==> src/rtl/hmw_pkg.sv <==
package hmw_pkg;

    localparam int OFS_W   = 13;
    localparam int MEM_AW  = OFS_W + 1;
    localparam int SRC_W   = 16;
    localparam int LANES   = 4;
    localparam int LANE_W  = $clog2(LANES);
    localparam int WORD_W  = 8 * LANES;

    typedef enum logic [1:0] {
        ACC_BYTE   = 2'd0,
        ACC_HALF   = 2'd1,
        ACC_WORD   = 2'd2,
        ACC_STREAM = 2'd3
    } acc_t;

    typedef enum logic [3:0] {
        RG_H2C    = 4'h0,
        RG_C2H    = 4'h1,
        RG_ADR_LO = 4'h2,
        RG_ADR_HI = 4'h3,
        RG_DAT0   = 4'h4,
        RG_DAT1   = 4'h5,
        RG_DAT2   = 4'h6,
        RG_DAT3   = 4'h7,
        RG_SRC_LO = 4'h8,
        RG_SRC_HI = 4'h9,
        RG_MSK_LO = 4'hA,
        RG_MSK_HI = 4'hB,
        RG_IDENT  = 4'hC
    } reg_t;

    typedef struct packed {
        logic             region;
        logic [OFS_W-1:0] ofs;
        acc_t             acc;
    } win_addr_t;

    typedef struct packed {
        logic              req;
        logic              we;
        logic [MEM_AW-1:0] addr;
        logic [LANES-1:0]  be;
        logic [WORD_W-1:0] wdata;
    } mem_cmd_t;

    // lane whose access completes a transfer of the given size
    function automatic logic [LANE_W-1:0] last_lane(acc_t a);
        case (a)
            ACC_BYTE: return LANE_W'(0);
            ACC_HALF: return LANE_W'(1);
            default:  return LANE_W'(LANES - 1);
        endcase
    endfunction

    function automatic logic [LANES-1:0] lane_mask(acc_t a);
        case (a)
            ACC_BYTE: return LANES'(4'b0001);
            ACC_HALF: return LANES'(4'b0011);
            default:  return '1;
        endcase
    endfunction

endpackage

==> src/rtl/hmw_addr_reg.sv <==
module hmw_addr_reg
    import hmw_pkg::*;
(
    input  logic      clk,
    input  logic      rst,
    input  logic      wr_lo,
    input  logic      wr_hi,
    input  logic [7:0] wdata,
    input  logic      bump,
    output win_addr_t addr_q
);

    logic [15:0] raw;
    assign raw = addr_q;

    always_ff @(posedge clk) begin
        if (rst) begin
            addr_q <= win_addr_t'(16'h0000);
        end else if (wr_lo) begin
            addr_q <= win_addr_t'({raw[15:8], wdata});
        end else if (wr_hi) begin
            addr_q <= win_addr_t'({wdata, raw[7:0]});
        end else if (bump) begin
            addr_q.ofs <= addr_q.ofs + 1'b1;
        end
    end

endmodule

==> src/rtl/hmw_data_port.sv <==
module hmw_data_port
    import hmw_pkg::*;
(
    input  logic              clk,
    input  logic              rst,
    input  win_addr_t         win,
    input  logic              rd_hit,
    input  logic              wr_hit,
    input  logic [LANE_W-1:0] lane,
    input  logic [7:0]        wdata,
    input  logic [WORD_W-1:0] mem_rdata,
    output mem_cmd_t          cmd,
    output logic              bump,
    output logic [WORD_W-1:0] buf_q,
    output logic              fetch_q
);

    logic              term;
    logic [WORD_W-1:0] merged;
    logic [7:0]        lane_q [LANES];

    always_comb begin
        term   = (lane == last_lane(win.acc));
        merged = buf_q;
        merged[{lane, 3'b000} +: 8] = wdata;

        cmd.req   = (rd_hit | wr_hit) & term;
        cmd.we    = wr_hit & term;
        cmd.addr  = {win.region, win.ofs};
        cmd.be    = wr_hit ? lane_mask(win.acc) : '1;
        cmd.wdata = merged;
        bump      = cmd.req && (win.acc == ACC_STREAM);
    end

    always_ff @(posedge clk) begin
        if (rst) fetch_q <= 1'b0;
        else     fetch_q <= rd_hit & term;
    end

    for (genvar g = 0; g < LANES; g++) begin : g_lane
        always_ff @(posedge clk) begin
            if (rst) begin
                lane_q[g] <= '0;
            end else if (fetch_q) begin
                lane_q[g] <= mem_rdata[g*8 +: 8];
            end else if (wr_hit && lane == LANE_W'(g)) begin
                lane_q[g] <= wdata;
            end
        end
        assign buf_q[g*8 +: 8] = lane_q[g];
    end

endmodule

==> src/rtl/hmw_mbox_irq.sv <==
module hmw_mbox_irq
    import hmw_pkg::*;
(
    input  logic             clk,
    input  logic             rst,
    input  logic             h2c_we,
    input  logic [7:0]       wdata,
    input  logic             c2h_we,
    input  logic [7:0]       c2h_data,
    input  logic             clr_lo,
    input  logic             clr_hi,
    input  logic             msk_lo,
    input  logic             msk_hi,
    input  logic [SRC_W-1:0] src_set,
    output logic [7:0]       h2c_q,
    output logic [7:0]       c2h_q,
    output logic [SRC_W-1:0] src_vis,
    output logic [SRC_W-1:0] msk_q,
    output logic             ctrl_irq,
    output logic             host_irq
);

    logic [SRC_W-1:0] src_q;
    logic [SRC_W-1:0] clr;

    assign clr      = {clr_hi ? wdata : 8'h00, clr_lo ? wdata : 8'h00};
    assign src_vis  = src_q & msk_q;
    assign host_irq = |src_vis;

    always_ff @(posedge clk) begin
        if (rst) begin
            h2c_q    <= '0;
            c2h_q    <= '0;
            src_q    <= '0;
            msk_q    <= '0;
            ctrl_irq <= 1'b0;
        end else begin
            ctrl_irq <= h2c_we;
            if (h2c_we) h2c_q <= wdata;
            if (c2h_we) c2h_q <= c2h_data;
            src_q <= (src_q & ~clr) | src_set;
            if (msk_lo) msk_q[7:0]  <= wdata;
            if (msk_hi) msk_q[15:8] <= wdata;
        end
    end

endmodule

==> src/rtl/hmw_regfile.sv <==
module hmw_regfile
    import hmw_pkg::*;
#(
    parameter logic [7:0] APP_ID = 8'h5C
) (
    input  logic                      clk,
    input  logic                      rst,
    input  logic [3:0]                host_addr,
    input  logic                      host_wr,
    input  logic [7:0]                host_wdata,
    input  logic                      host_rd,
    output logic [7:0]                host_rdata,
    output logic                      host_rvalid,
    output logic                      mem_req,
    output logic                      mem_we,
    output logic [hmw_pkg::MEM_AW-1:0] mem_addr,
    output logic [3:0]                mem_be,
    output logic [31:0]               mem_wdata,
    input  logic [31:0]               mem_rdata,
    input  logic                      ctl_c2h_we,
    input  logic [7:0]                ctl_c2h_data,
    input  logic [15:0]               ctl_src_set,
    output logic                      ctrl_irq,
    output logic                      host_irq
);

    reg_t      sel;
    logic      is_data;
    win_addr_t win_q;
    mem_cmd_t  cmd;
    logic      bump;
    logic [WORD_W-1:0] buf_q;
    logic      fetch_q;
    logic [7:0]       h2c_q, c2h_q;
    logic [SRC_W-1:0] src_vis, msk_q;
    logic      rd_q;
    reg_t      raddr_q;
    logic [7:0] rbyte;
    logic [15:0] win_raw;

    assign sel     = reg_t'(host_addr);
    assign is_data = (host_addr[3:2] == 2'b01);
    assign win_raw = win_q;

    hmw_addr_reg u_addr (
        .clk    (clk),
        .rst    (rst),
        .wr_lo  (host_wr && sel == RG_ADR_LO),
        .wr_hi  (host_wr && sel == RG_ADR_HI),
        .wdata  (host_wdata),
        .bump   (bump),
        .addr_q (win_q)
    );

    hmw_data_port u_data (
        .clk       (clk),
        .rst       (rst),
        .win       (win_q),
        .rd_hit    (host_rd && is_data),
        .wr_hit    (host_wr && is_data),
        .lane      (host_addr[LANE_W-1:0]),
        .wdata     (host_wdata),
        .mem_rdata (mem_rdata),
        .cmd       (cmd),
        .bump      (bump),
        .buf_q     (buf_q),
        .fetch_q   (fetch_q)
    );

    hmw_mbox_irq u_irq (
        .clk      (clk),
        .rst      (rst),
        .h2c_we   (host_wr && sel == RG_H2C),
        .wdata    (host_wdata),
        .c2h_we   (ctl_c2h_we),
        .c2h_data (ctl_c2h_data),
        .clr_lo   (host_wr && sel == RG_SRC_LO),
        .clr_hi   (host_wr && sel == RG_SRC_HI),
        .msk_lo   (host_wr && sel == RG_MSK_LO),
        .msk_hi   (host_wr && sel == RG_MSK_HI),
        .src_set  (ctl_src_set),
        .h2c_q    (h2c_q),
        .c2h_q    (c2h_q),
        .src_vis  (src_vis),
        .msk_q    (msk_q),
        .ctrl_irq (ctrl_irq),
        .host_irq (host_irq)
    );

    assign mem_req   = cmd.req;
    assign mem_we    = cmd.we;
    assign mem_addr  = cmd.addr;
    assign mem_be    = cmd.be;
    assign mem_wdata = cmd.wdata;

    // read pipeline: strobe captured, then byte selected one cycle later
    always_comb begin
        rbyte = 8'h00;
        case (raddr_q)
            RG_H2C:    rbyte = h2c_q;
            RG_C2H:    rbyte = c2h_q;
            RG_ADR_LO: rbyte = win_raw[7:0];
            RG_ADR_HI: rbyte = win_raw[15:8];
            RG_DAT0, RG_DAT1, RG_DAT2, RG_DAT3:
                rbyte = fetch_q ? mem_rdata[{raddr_q[1:0], 3'b000} +: 8]
                                : buf_q[{raddr_q[1:0], 3'b000} +: 8];
            RG_SRC_LO: rbyte = src_vis[7:0];
            RG_SRC_HI: rbyte = src_vis[15:8];
            RG_MSK_LO: rbyte = msk_q[7:0];
            RG_MSK_HI: rbyte = msk_q[15:8];
            RG_IDENT:  rbyte = APP_ID;
            default:   rbyte = 8'h00;
        endcase
    end

    always_ff @(posedge clk) begin
        if (rst) begin
            rd_q        <= 1'b0;
            raddr_q     <= RG_H2C;
            host_rdata  <= '0;
            host_rvalid <= 1'b0;
        end else begin
            rd_q        <= host_rd;
            if (host_rd) raddr_q <= sel;
            host_rvalid <= rd_q;
            if (rd_q) host_rdata <= rbyte;
        end
    end

endmodule

==> config.mk <==
export PLATFORM = sky130hd
export DESIGN_NAME = hmw_regfile
export DESIGN_NICKNAME = d
export VERILOG_FILES = /design/src/rtl/hmw_pkg.sv /design/src/rtl/hmw_addr_reg.sv /design/src/rtl/hmw_data_port.sv /design/src/rtl/hmw_mbox_irq.sv /design/src/rtl/hmw_regfile.sv
export SDC_FILE = /design/constraint.sdc
export NUM_CORES = 1
export LEC_CHECK = 0
export BUFFER_PORTS_ARGS = -buffer_cell sky130_fd_sc_hd__clkbuf_2
export CAP_MARGIN = 0
export CORE_MARGIN = 2
export CORE_UTILIZATION = 50
export CTS_CLUSTER_DIAMETER = 150
export DETAILED_ROUTE_END_ITERATION = 6
export PLACE_DENSITY_LB_ADDON = 0.05
export SYNTH_ARGS = -nofsm -noshare
export SYNTH_HDL_FRONTEND = slang
export SYNTH_SLANG_ARGS = --single-unit
==> constraint.sdc <==
create_clock -name clk -period 3.5 [get_ports clk]
set_clock_uncertainty 0.05 [all_clocks]
set_input_delay 0.175 -clock clk [delete_from_list [all_inputs] [get_ports clk]]
set_output_delay 0.175 -clock clk [all_outputs]
set_load 0.01 [all_outputs]
* Word-level counts from Yosys, hierarchy flattened
Memory sizes are Yosys's and may differ from the RTL's.
Cells that the tools add are included.
** Word-level totals
- Register bits :: 80
- Latch bits :: 0
- Bits in writable memories :: 32
- Memory bits (read-only) :: 0
- Bits of input ports :: 73
- Output and inout port bits :: 63
- Logic and storage cells :: 130
- Memories :: 1
** Memory list
- u_data.lane_q :: words 4, width 8, rd ports 4, clocked after Yosys merged registers in 0, write ports 4, RTL line hmw_data_port.sv:20 : logic [7:0] lane_q [LANES];
** Cells by class
- Add/subtract/negate cells :: 2
- $mul :: 0
- Div/mod/pow operators :: 0
- Magnitude comparators :: 0
- Equality and inequality tests :: 26
- Shifts and indexed selects :: 4
- Muxes and demuxes :: 40
- Bitwise gates (word level) :: 17
- Reductions and logical operators :: 25
** Operator list (number)
- $mux W8 :: 12
- $pmux W8 S10 :: 1
- $shiftx A32 B6 Y8 :: 2
- $eq A4 B4 Y1 const B :: 9
- $and A16 B16 Y16 :: 2
- $bwmux W32 :: 1
- $shift A8 B7 Y32 const A :: 1
- $shiftx A8 B7 Y32 :: 1
- $mux W13 :: 2
- $mux W1 :: 21
- $eq A4 B2 Y1 const B :: 4
- $eq A4 B3 Y1 const B :: 4
- $not A16 Y16 :: 1
- $or A16 B16 Y16 :: 1
- $reduce_or A16 Y1 :: 1
- $logic_and A1 B1 Y1 :: 14
- $add A13 B1 Y13 const B :: 1
- $or A1 B1 Y1 :: 9
- $logic_not A4 Y1 :: 2
- $pmux W4 S2 :: 1
- $neg A5 Y7 :: 1
- $eq A2 B1 Y1 const B :: 3
- $eq A2 B2 Y1 const B :: 3
- $reduce_and A2 Y1 :: 3
- other kinds (10) :: 14

* Depth between registers and ports, before layout
Gate-level depths: netlist of run 1.
- Word-level depth :: 8
- Gate-level depth with buffers :: 8
- Mapped depth without buffers :: 7

* By module
From an unflattened synthesis of run 1, not the netlist that was laid out.
** Second synthesis, totals
- Cell total of the unflattened synthesis :: 742
- Area total of the unflattened synthesis :: 6756.5 sq um
** Modules (own cells, without submodules)
- hmw_data_port :: times used 1, cells an instance 203, area each 2140.8 sq um, seq. area each 980.9 sq um
- hmw_regfile :: times used 1, cells an instance 237, area each 1858.0 sq um, seq. area each 280.3 sq um
- hmw_mbox_irq :: times used 1, cells an instance 194, area each 1811.7 sq um, seq. area each 980.9 sq um
- hmw_addr_reg :: times used 1, cells an instance 108, area each 945.9 sq um, seq. area each 320.3 sq um

* Worst setup path before layout of run 1
No wires, ideal clock.
- Kind :: register -> register
- From :: register u_data.fetch_q
- To :: memory u_data.lane_q[0][0] (enable)
- Library setup time :: 384 ps
- Arrival :: 1540 ps
- Required time :: 3066 ps
- Slack :: 1526 ps
- Stages on the path, launching flop included :: 5
- Path buffers :: 1
- Clock period less this slack :: 1974 ps
- Cells stage by stage :: dfxtp_1 > buf_2 > nor2_1 > nand2_1 > o21ai_0
** RTL lines
- start, declared :: RTL line hmw_data_port.sv:15 : output logic fetch_q
- start signal, assigned :: RTL line hmw_data_port.sv:37 : else fetch_q <= rd_hit & term;
- end, declared :: RTL line hmw_data_port.sv:20

* Final worst setup path of run 1
- From :: register raddr_q[1]
- To :: register host_rdata[3]
** On the way
- Word-level cells in the longest chain between the ends :: 3
- Elaborated cells on any way between the ends :: 18
- Classes of those cells :: eq/ne (12); shift (2); mux (2); reduce/logical (2)
** Ends and longest elaborated chain
- start, declared :: RTL line hmw_regfile.sv:37 : reg_t raddr_q;
- start signal, assigned :: RTL line hmw_regfile.sv:124 : if (host_rd) raddr_q <= sel;
- $shiftx A32 B6 Y8 (tied with other cells) :: RTL line hmw_regfile.sv:106 : : buf_q[{raddr_q[1:0], 3'b000} +: 8];
- $mux W8 or $reduce_or A4 Y1 (tied branches) :: RTL line hmw_regfile.sv:105, hmw_regfile.sv:99
- $pmux W8 S10 (*) :: RTL line hmw_regfile.sv:99 : case (raddr_q)
- end signal, assigned :: RTL line hmw_regfile.sv:126 : if (rd_q) host_rdata <= rbyte;
- end, declared :: RTL line hmw_regfile.sv:12 : output logic [7:0] host_rdata,
Every way passes the cells marked *; elsewhere a longest branch is shown, timed or not.
A chain may end at the register's enable or synchronous reset.

==> results.txt, run 1 <==
Die X: 118.0 um
Die extent in y: 118.0 um
CTS tree: yes
RePlAce Congestion: 0.9161
Num rows: 41
Async set-reset flop share out of synthesis: 0%
P_int: 2.176 mW
Failing checks: DRC
Routed vias/inst: 6.032
Power share of the clock group: 38.3%
H-tree Lvls: 3
TNS Setup: 0 ps
Startpoint Class: flop
Clock Tree Buf Depth: 2
Max-slew headroom: 38.12%
Clock Root Buffer: clkbuf_16
Global-route wire length before repair: 33210 um
Outcome: finished with violations
Leak pwr: 2.944 nW
Post-route antenna net violation count: 0
Ant diodes: 0
Fraction of layout cells with a size suffix above 1: 22.84%
Worst Path Max Fanout: 32
Routed WL per cell: 20.67 um
TritonCTS Buffers: 9
Syn Inst Count: 752
DPL Wire Length: 15490 um
CP endpoint kind: flop
Sequential-to-total area share from yosys stat: 39.42%
DRC viols: 4
Comb pwr share: 13.5%
Post-synth top area share: 24.64%
Vias in the first global route: 5810
Starting Density: 51.30%
Gr usage total: 30.99%
1st-iter DRT viols: 645
NetSw: 0.8120 mW
Total vias in the final route: 6267
Die area: 13930 sq um
Arr. time, crit path: 2630 ps
Crit Path Class: flop to flop
Yosys reg bits: 112
Synth unique cells: 76
Peak VDD IR: 0.2732 mV
Final hold slack: 0.1207 ps
Post-synth EDFFs: 32
Nets: 941
Yosys top cell by area: dfxtp_1
IO Port Bufs: 134
CP Data Required Time: 3700 ps
Final WL: 21470 um
RSZ-0062 raised after global routing: no
Final Hold Fails: 0
Core ar.: 12670 sq um
Max-cap check violation count: 0
Leading post-synthesis cells by cell area: dfxtp_1, edfxtp_1, nand2_1
Synth Cell Area: 6500 sq um
Sequential share of power: 48.2%
Min cycle time layout: 2427 ps
Mean Syn Cell Area: 8.644 sq um
Final Slew Violations: 0
Syn-to-layout area delta: 17.09%
Initial antenna violation count: 0
Largest net degree at the start of global routing: 81
Final setup violation count: 0
Clock Latency Late Sink: 370 ps
Post-Syn Nets: 831
Clock Sinks: 112
Syn. warnings: 0
Slew @ Worst Pin: 925.8 ps
Min-Delay Path Class: input port to flop
Main flop type after synthesis: dfxtp_1
Gr ovfl total: 0
Period utilization: 69.33%
Sw Share: 27.18%
Pwr Density: 392.6 nW/um^2
Ports: 136
DR pass1 iterations: 7
Clk slew on worst S/H paths: 80 ps
Setup Fix Bufs, Post-CTS: 0
FMAX: 412.1 MHz
-- Yosys cell counts, drive strengths merged, types with 2 or more instances --
| cell type | instances |
|---|---|
| mux4 | 17 |
| xnor2 | 2 |
| and2 | 3 |
| nor4bb | 2 |
| o2111ai | 5 |
| and3 | 3 |
| a21oi | 58 |
| a31oi | 7 |
| a32oi | 4 |
| ha | 6 |
| and4 | 3 |
| or2 | 3 |
| mux2 | 2 |
| dfxtp | 80 |
| o21ai | 52 |
| nor2 | 67 |
| buf | 32 |
| o41ai | 2 |
| o221ai | 3 |
| nor3 | 7 |
| edfxtp | 32 |
| and3b | 2 |
| a21o | 2 |
| xor2 | 2 |
| clkbuf | 36 |
| nand3 | 11 |
| nand2 | 135 |
| or3 | 2 |
| nand2b | 6 |
| nor2b | 8 |
| or4 | 2 |
| o211ai | 4 |
| o21a | 3 |
| inv | 37 |
| a22oi | 12 |
| mux2i | 26 |
| a221oi | 4 |
| a211oi | 7 |
| a2bb2oi | 2 |
| nand4 | 5 |
| nor4 | 2 |
| a22o | 36 |
-- repair_timing --
item                                   CTS  global route
hold buffers                            18             0
resized for setup                        0             0
endpoints found under the hold margin   18             0
-- state kept, by name, summed over array words and instances (netlist names) --
| name | flops |
|---|---|
| host_rdata | 8 |
| host_rvalid | 1 |
| raddr_q | 4 |
| rd_q | 1 |
| u_addr.addr_q | 16 |
| u_data.fetch_q | 1 |
| u_data.lane_q | 32 |
| u_irq.c2h_q | 8 |
| u_irq.ctrl_irq | 1 |
| u_irq.h2c_q | 8 |
| u_irq.msk_q | 16 |
| u_irq.src_q | 16 |
-- cell type report --
cell class | count | area [sq um]
clock buffer | 11 | 264.0
clock inverter | 5 | 65.06
fill | 1138 | 5060
inverter | 38 | 142.6
multi-input combinational | 534 | 3396
sequential | 112 | 2565
tap | 172 | 215.2
timing repair buffer | 167 | 963.4
-- power groups by stage --
stage / sequential (mW) / combinational, mW / clock (mW)
after floorplan: 1.44 / 0.245 / 0
after global placement: 1.47 / 0.375 / 0
after detailed placement: 1.47 / 0.381 / 0
after CTS: 1.44 / 0.398 / 1.15
after global routing: 1.45 / 0.434 / 1.21
final: 1.44 / 0.402 / 1.15
-- per-stage QoR --
| step | cell area [sq um] | cells | setup WS [ps] | power (mW) | util [%] |
|---|---|---|---|---|---|
| 2_1_floorplan | 6500 | 752 | 1526 | 1.681 | - |
| 3_3_place_gp | 7102 | 1005 | 1160 | 1.842 | 56.05 |
| 3_5_place_dp | 7102 | 1005 | 1019 | 1.850 | 56.05 |
| 4_1_cts | 7611 | 1039 | 1142 | 2.987 | 60.07 |
| 5_1_grt | 7611 | 1039 | 903.7 | 3.088 | 60.07 |
| 6_report | 7611 | 1039 | 1073 | 2.988 | 60.07 |
-- critical path: stages (launching register included) --
cell     delay (ps)
dfxtp_2         760
buf_4           380
mux4_2          360
mux2i_1         310
nor2_1          110
o41a_1          320
-- cells in the final DEF, fill, tap and decap left out, types with 5 or more instances in the layout --
cell / count
nand2_1: 135
clkbuf_2: 134
dfxtp_1: 78
nor2_1: 67
a21oi_1: 58
o21ai_0: 50
inv_1: 37
a22o_1: 36
edfxtp_1: 32
mux2i_1: 26
dlygate4sd3_1: 18
mux4_2: 17
buf_4: 15
a22oi_1: 12
nand3_1: 10
clkbuf_16: 10
nor3_1: 7
a211oi_1: 7
a31oi_1: 7
nor2b_1: 6
ha_1: 6
nand2b_1: 5
nand4_1: 5
o2111ai_1: 5
-- routing by layer --
metal | GRT usage [%] | vias up | part of all wire (%)
li1 | - | 2911 | -
met1 | 42.71 | 3001 | 43
met2 | 46.55 | 309 | 45
met3 | 6.977 | 46 | 8.8
met4 | 13.78 | 0 | 3.3
met5 | 0 | - | 0
-- worst paths after layout --
| path | cells after the start | endpoint | slack, ps | from |
|---|---|---|---|---|
| hold / removal | 3 | u_irq.src_q[11] | 0.1 | ctl_src_set[11] |
| setup reg to reg | 5 | host_rdata[3] | 1070 | raddr_q[1] |
| hold reg to reg | 2 | u_irq.h2c_q[3] | 410 | u_irq.h2c_q[3] |
| setup / recovery | 5 | host_rdata[3] | 1070 | raddr_q[1] |
-- logic make-up (layout without fill, tap and decap cells) --
logic type,Yosys count,after routing,synth area share (%)
simple gates,265,265,18.29
compound gates,213,213,21.83
flops,112,112,39.42
buf+inv,106,221,8.470
mux,45,45,10.24
fa+ha+maj,6,6,1.155
xor+xnor,4,4,0.5391
other cells,1,1,0.05769
Power figures use the tool's default switching activity.
==> run 2: changes to the inputs <==
--- a/config.mk
+++ b/config.mk
@@ -5,6 +5,7 @@
 export SDC_FILE = /design/constraint.sdc
 export NUM_CORES = 1
 export LEC_CHECK = 0
+export ABC_AREA = 1
 export BUFFER_PORTS_ARGS = -buffer_cell sky130_fd_sc_hd__clkbuf_2
 export CAP_MARGIN = 0
 export CORE_MARGIN = 2
==> constraint.sdc (replaced) <==
create_clock -name clk -period 2.2 [get_ports clk]
set_clock_uncertainty 0.05 [all_clocks]
set_input_delay 0.11 -clock clk [delete_from_list [all_inputs] [get_ports clk]]
set_output_delay 0.11 -clock clk [all_outputs]
set_load 0.01 [all_outputs]
==> results.txt, run 2 <==
Synth cell count leaders: nand2_1, inv_1, nand3_1, o21ai_0, nor2_1 (was nand2_1, dfxtp_1, nor2_1)
Final hold slack: 23.12 ps (was 0.1207 ps)
Nets: 1197 (was 941)
Synth unique cells: 31 (was 76)
Starting Density: 51.63% (was 51.30%)
Syn. warnings: 0 (unchanged)
Fraction of layout cells with a size suffix above 1: 16.47% (was 22.84%)
IO Port Bufs: 134 (unchanged)
Leading post-synthesis cells by cell area: dfxtp_1, edfxtp_1, nand2_1 (unchanged)
Mean Syn Cell Area: 6.682 sq um (was 8.644 sq um)
Clock Tree Buf Depth: 2 (unchanged)
DRC viols: 0 (was 4)
Max-cap check violation count: 0 (unchanged)
Pwr Density: 586.7 nW/um^2 (was 392.6 nW/um^2)
TritonCTS Buffers: 9 (unchanged)
Synth Area in Compound Gates: 17.59% (was 21.83%)
Worst slack, placed: 243.2 ps (was 1019 ps)
Cell Area, Placed: 7365 sq um (was 7102 sq um)
Ports: 136 (unchanged)
Final Hold Fails: 0 (unchanged)
CTS tree: yes (unchanged)
H-tree Lvls: 3 (unchanged)
1st-iter DRT viols: 799 (was 645)
DR pass1 iterations: 5 (was 7)
Number of flip-flops in the largest register: 32 (unchanged)
Max-slew headroom: 53.46% (was 38.12%)
CP Data Required Time: 2040 ps (was 3700 ps)
Main flop type after synthesis: dfxtp_1 (unchanged)
Mux cell area share after synthesis: 0% (was 10.24%)
Final Slew Violations: 0 (unchanged)
Worst Path Max Fanout: 13 (was 32)
Commonest non-fill, non-tap cell in the layout: nand2_1 (unchanged)
RSZ-0062 raised after global routing: no (unchanged)
Initial antenna violation count: 0 (unchanged)
Die X: 118.9 um (was 118.0 um)
Post-Syn Nets: 1066 (was 831)
Min-Delay Path Class: input port to flop (unchanged)
Setup Fix Bufs, Post-CTS: 0 (unchanged)
Clock Latency Late Sink: 360 ps (was 370 ps)
Post-cts sizing count: 0 (unchanged)
Slew @ Worst Pin: 697.3 ps (was 925.8 ps)
Fin util: 61.90% (was 60.07%)
Global-route wire length before repair: 34650 um (was 33210 um)
Final Cell Area: 7906 sq um (was 7611 sq um)
Synth Cell Area: 6595 sq um (was 6500 sq um)
XOR/XNOR share of the synthesized area: 0.5312% (was 0.5390%)
Syn Inst Count: 987 (was 752)
CP endpoint kind: output port (was flop)
FMAX: 505.7 MHz
FILL cells: 1244 (was 1138)
Outcome: finished clean (was finished with violations)
Yosys reg bits: 112 (unchanged)
Die area: 14130 sq um (was 13930 sq um)
Post-Synth Simple-Gate Area: 29.94% (was 18.29%)
Final WL: 22370 um (was 21470 um)
CTS Hold Bufs: 25 (was 18)
Total vias in the final route: 7245 (was 6267)
Period utilization: 89.88%
RePlAce Congestion: 0.9684 (was 0.9161)
Clock Root Buffer: clkbuf_16 (unchanged)
Vias in the first global route: 6451 (was 5810)
Clock Sinks: 112 (unchanged)
Ant diodes: 0 (unchanged)
Yosys top cell by area: dfxtp_1 (unchanged)
Async set-reset flop share out of synthesis: 0% (unchanged)
Leak pwr: 3.711 nW (was 2.944 nW)
Post-Synth Adder-Cell Area: 1.138% (was 1.155%)
Largest net degree at the start of global routing: 70 (was 81)
Top-count cell post-synth: nand2_1 (unchanged)
Post-synth top area share: 24.28% (was 24.64%)
Biggest register: u_data.lane_q (unchanged)
Setup ws final: 222.7 ps (was 1073 ps)
Arr. time, crit path: 1820 ps (was 2630 ps)
Gr usage total: 31.48% (was 30.99%)
Num rows: 41 (unchanged)
Crit Path Class: input port to output port (was flop to flop)
DPL Wire Length: 16090 um (was 15490 um)
Commonest non-fill, non-tap cells in the layout: nand2_1, clkbuf_2, inv_1 (was nand2_1, clkbuf_2, dfxtp_1)
Routed WL per cell: 17.27 um (was 20.67 um)
TNS Setup: 0 ps (unchanged)
Syn-to-layout area delta: 19.88% (was 17.09%)
Clk slew on worst S/H paths: 80 ps (about the same)
Min cycle time layout: 1977 ps
Final setup violation count: 0 (unchanged)
Gr ovfl total: 0 (unchanged)
Largest family of logic cells by synthesized area: simple AND/OR/NAND/NOR gates (was compound AO/OA/AOI/OAI gates)
Die extent in y: 118.9 um (was 118.0 um)
Sequential-to-total area share from yosys stat: 38.85% (was 39.42%)
Post-route antenna net violation count: 0 (unchanged)
Routed vias/inst: 5.595 (was 6.032)
Startpoint Class: input port (was flop)
Peak VDD IR: 0.5151 mV (was 0.2732 mV)
Post-synth EDFFs: 32 (unchanged)
Core ar.: 12770 sq um (was 12670 sq um)
run 2: worst paths after layout:
path                  from                   to  slack, ps  cells past startpoint
max           host_addr[0]        mem_wdata[19]        220                      6
max reg2reg     raddr_q[1]        host_rdata[0]        370                      9
min reg2reg  host_rdata[1]        host_rdata[1]        420                      2
min          mem_rdata[24]  u_data.lane_q[3][0]         20                      3
run 2: worst max-delay path, stage by stage:
cell,delay (ps)
clkbuf_2,230
inv_1,160
ha_1,380
nand3_1,350
o32ai_1,390
clkbuf_2,190
run 2: per-stage QoR:
stage | total power, mW | std cells
3_5_place_dp | 2.980 | 1254
5_1_grt | 4.805 | 1295
6_report | 4.638 | 1295
3_3_place_gp | 2.978 | 1254
4_1_cts | 4.637 | 1295
2_1_floorplan | 2.684 | 987
run 2: routing by layer:
metal / track usage, % / share of wire [%]
met5: 0 / 0
met4: 10.64 / 2.9
met3: 6.322 / 10
met2: 46.62 / 43
met1: 45.67 / 44
run 2: cells by family after synthesis:
| family | Yosys count |
|---|---|
| xor gates and xnor gates | 4 |
| adders and majority gates | 6 |
| DFF | 112 |
| AOI/OAI and AO/OA | 214 |
| and+or+nand+nor | 465 |
| buffers and inverters | 185 |
| other | 1 |
run 2: power by group:
part / internal, mW / total, mW / switching, mW
Sequential: 2.20 / 2.26 / 0.0576
Combinational: 0.255 / 0.726 / 0.472
Clock: 0.843 / 1.65 / 0.807
Total: 3.30 / 4.64 / 1.34
run 2: cell type report:
| type | instances | area (sq um) | share of cell area (%) |
|---|---|---|---|
| multi-input combinational | 690 | 3248 | 41.08 |
| inverter | 121 | 454.2 | 5.745 |
| clock buffer | 11 | 252.7 | 3.197 |
| clock inverter | 5 | 38.79 | 0.4906 |
| sequential | 112 | 2564 | 32.43 |
| tap | 172 | 215.2 | 2.722 |
| timing repair buffer | 184 | 1134 | 14.34 |
==> run 3: changes to the inputs <==
==> constraint.sdc (replaced) <==
create_clock -name clk -period 1.6 [get_ports clk]
set_clock_uncertainty 0.05 [all_clocks]
set_input_delay 0.08 -clock clk [delete_from_list [all_inputs] [get_ports clk]]
set_output_delay 0.08 -clock clk [all_outputs]
set_load 0.01 [all_outputs]
==> results.txt, run 3 (synthesized netlist as in run 2, its figures left out) <==
Routed vias/inst: 5.549 (was 5.595)
Power share of the clock group: 35.0% (was 35.6%)
Ant diodes: 0 (unchanged)
P_int: 4.614 mW (was 3.302 mW)
Final WL: 23830 um (was 22370 um)
Final Hold Fails: 0 (unchanged)
Clk slew on worst S/H paths: 80 ps (about the same)
Core ar.: 12770 sq um (unchanged)
Biggest register: u_data.lane_q (unchanged)
Slew @ Worst Pin: 700.8 ps (was 697.3 ps)
Crit Path Class: input port to output port (unchanged)
H-tree Lvls: 3 (unchanged)
Peak VDD IR: 0.9193 mV (was 0.5151 mV)
Worst-path cell chain: clkbuf_2 -> clkinvlp_4 -> ha_4 -> nand3_1 -> buf_4 -> o32ai_1 -> clkbuf_2 (was clkbuf_2 -> inv_1 -> ha_1 -> nand3_1 -> o32ai_1 -> clkbuf_2)
Post-route antenna net violation count: 0 (unchanged)
Multi-input gate area: 3353 sq um (was 3248 sq um)
Routed WL per cell: 17.43 um (was 17.27 um)
NetSw: 2.005 mW (was 1.337 mW)
Max-slew headroom: 53.23% (was 53.46%)
Gr usage total: 34.00% (was 31.48%)
Min-Delay Path Class: input port to flop (unchanged)
Total vias in the final route: 7586 (was 7245)
FILL cells: 1140 (was 1244)
Commonest non-fill, non-tap cell in the layout: nand2_1 (unchanged)
DPL Wire Length: 17550 um (was 16090 um)
RePlAce Congestion: 0.9310 (was 0.9684)
Clock Sinks: 112 (unchanged)
Ports: 136 (unchanged)
Nets: 1269 (was 1197)
Number of flip-flops in the largest register: 32 (unchanged)
Initial antenna violation count: 0 (unchanged)
Die X: 118.9 um (unchanged)
Gr ovfl total: 0 (unchanged)
Vias in the first global route: 7105 (was 6451)
Min cycle time layout: 1530 ps
Pwr Density: 761.1 nW/um^2 (was 586.7 nW/um^2)
Critical path's largest stage delay: 300 ps (was 390 ps)
Final Slew Violations: 0 (unchanged)
Commonest non-fill, non-tap cells in the layout: nand2_1, clkbuf_2, inv_1 (unchanged)
Clock Root Buffer: clkbuf_16 (unchanged)
Die area: 14130 sq um (unchanged)
WP buf/inv: 4 (was 3)
DRC viols: 0 (unchanged)
Clock Latency Late Sink: 370 ps (was 360 ps)
Fin util: 68.08% (was 61.90%)
TNS Setup: 0 ps (unchanged)
IO Port Bufs: 134 (unchanged)
Largest net degree at the start of global routing: 53 (was 70)
CP endpoint kind: output port (unchanged)
Final hold slack: 7.215 ps (was 23.12 ps)
DR pass1 iterations: 6 (was 5)
Leak pwr: 4.091 nW (was 3.711 nW)
Sw Share: 30.29% (was 28.82%)
Startpoint Class: input port (unchanged)
Sequential share of power: 46.9% (was 48.8%)
Comb pwr share: 18.0% (was 15.7%)
1st-iter DRT viols: 841 (was 799)
Num rows: 41 (unchanged)
Arr. time, crit path: 1400 ps (was 1820 ps)
FF+latch area: 2584 sq um (was 2564 sq um)
Period utilization: 95.65%
TritonCTS Buffers: 9 (unchanged)
Outcome: finished clean (unchanged)
Global-route wire length before repair: 37380 um (was 34650 um)
Die extent in y: 118.9 um (unchanged)
Top delay family on crit path: buffers and inverters (unchanged)
Max-cap check violation count: 0 (unchanged)
Clock Tree Buf Depth: 2 (unchanged)
Final setup violation count: 0 (unchanged)
Slowest CP cell: ha_4 (was o32ai_1)
Starting Density: 51.63% (unchanged)
CP dominant cell by count: clkbuf_2 (unchanged)
Fraction of layout cells with a size suffix above 1: 23.18% (was 16.47%)
FMAX: 653.5 MHz
RSZ-0062 raised after global routing: yes (was no)
Syn-to-layout area delta: 31.85% (was 19.88%)
CP Data Required Time: 1470 ps (was 2040 ps)
Worst Path Max Fanout: 8 (was 13)
CTS tree: yes (unchanged)
==> run 3: cell types whose count changed in the layout (fill, tap and decap cells not counted), sizes merged <==
cell         delta
inv             +1
clkbuf          -7
buf            +60
clkinvlp        +2
dlygate4sd3    +17
clkinv          -1
==> run 3: tightest hold or removal path, stage by stage <==
cell,delay (ps)
clkbuf_2,90
nand3_1,70
o21ai_0,70
==> run 3: power groups by stage <==
stage / Sequential (mW) / Combinational (mW) / Clock, mW
3_3_place_gp: 3.17 / 1.04 / 0
4_1_cts: 3.10 / 1.13 / 2.33
3_5_place_dp: 3.17 / 1.04 / 0
5_1_grt: 3.12 / 1.29 / 2.44
6_report: 3.11 / 1.19 / 2.32
2_1_floorplan: 3.15 / 0.542 / 0
==> run 3: path summary, 6_finish.rpt <==
kind,from,to,slack (ps),cells after the start
setup / recovery,host_addr[0],mem_wdata[20],70,7
hold / removal,mem_rdata[3],u_data.lane_q[0][3],7,3
setup reg to reg,raddr_q[2],host_rdata[2],90,10
hold reg to reg,host_rdata[4],host_rdata[4],430,2
==> run 3: layout make-up <==
cell class	count	area share (%)
Clock buffer	9	2.590
Tap cell	172	2.475
Multi-Input combinational cell	690	38.56
Clock inverter	7	0.8058
Sequential cell	112	29.71
Timing Repair Buffer	256	20.59
Inverter	121	5.266
==> run 3: per-stage QoR <==
stage               area, sq um  setup slack, ps  std cells  power (mW)
floorplan                  6603            107.8        987       3.691
global placement           7825           -72.45       1306       4.204
detailed placement         7825           -101.8       1306       4.209
CTS                        8543            18.61       1364       6.557
global route               8696           -34.58       1367       6.849
finish                     8696            69.67       1367       6.619
==> run 3: layer usage <==
| layer | share of wire, % | global-route usage, % |
|---|---|---|
| met5 | 0 | 0 |
| met4 | 3.0 | 12.72 |
| met3 | 11 | 9.579 |
| met2 | 44 | 50.72 |
| met1 | 43 | 46.76 |
==> run 3: repair_timing <==
| action | CTS | global route |
|---|---|---|
| setup endpoints to repair | 3 | 38 |
| hold buffers | 42 | 0 |
| gates resized for setup | 3 | 56 |
| setup buffers | 0 | 3 |
| endpoints found under the hold margin | 41 | 0 |
| pin swaps | 0 | 9 |
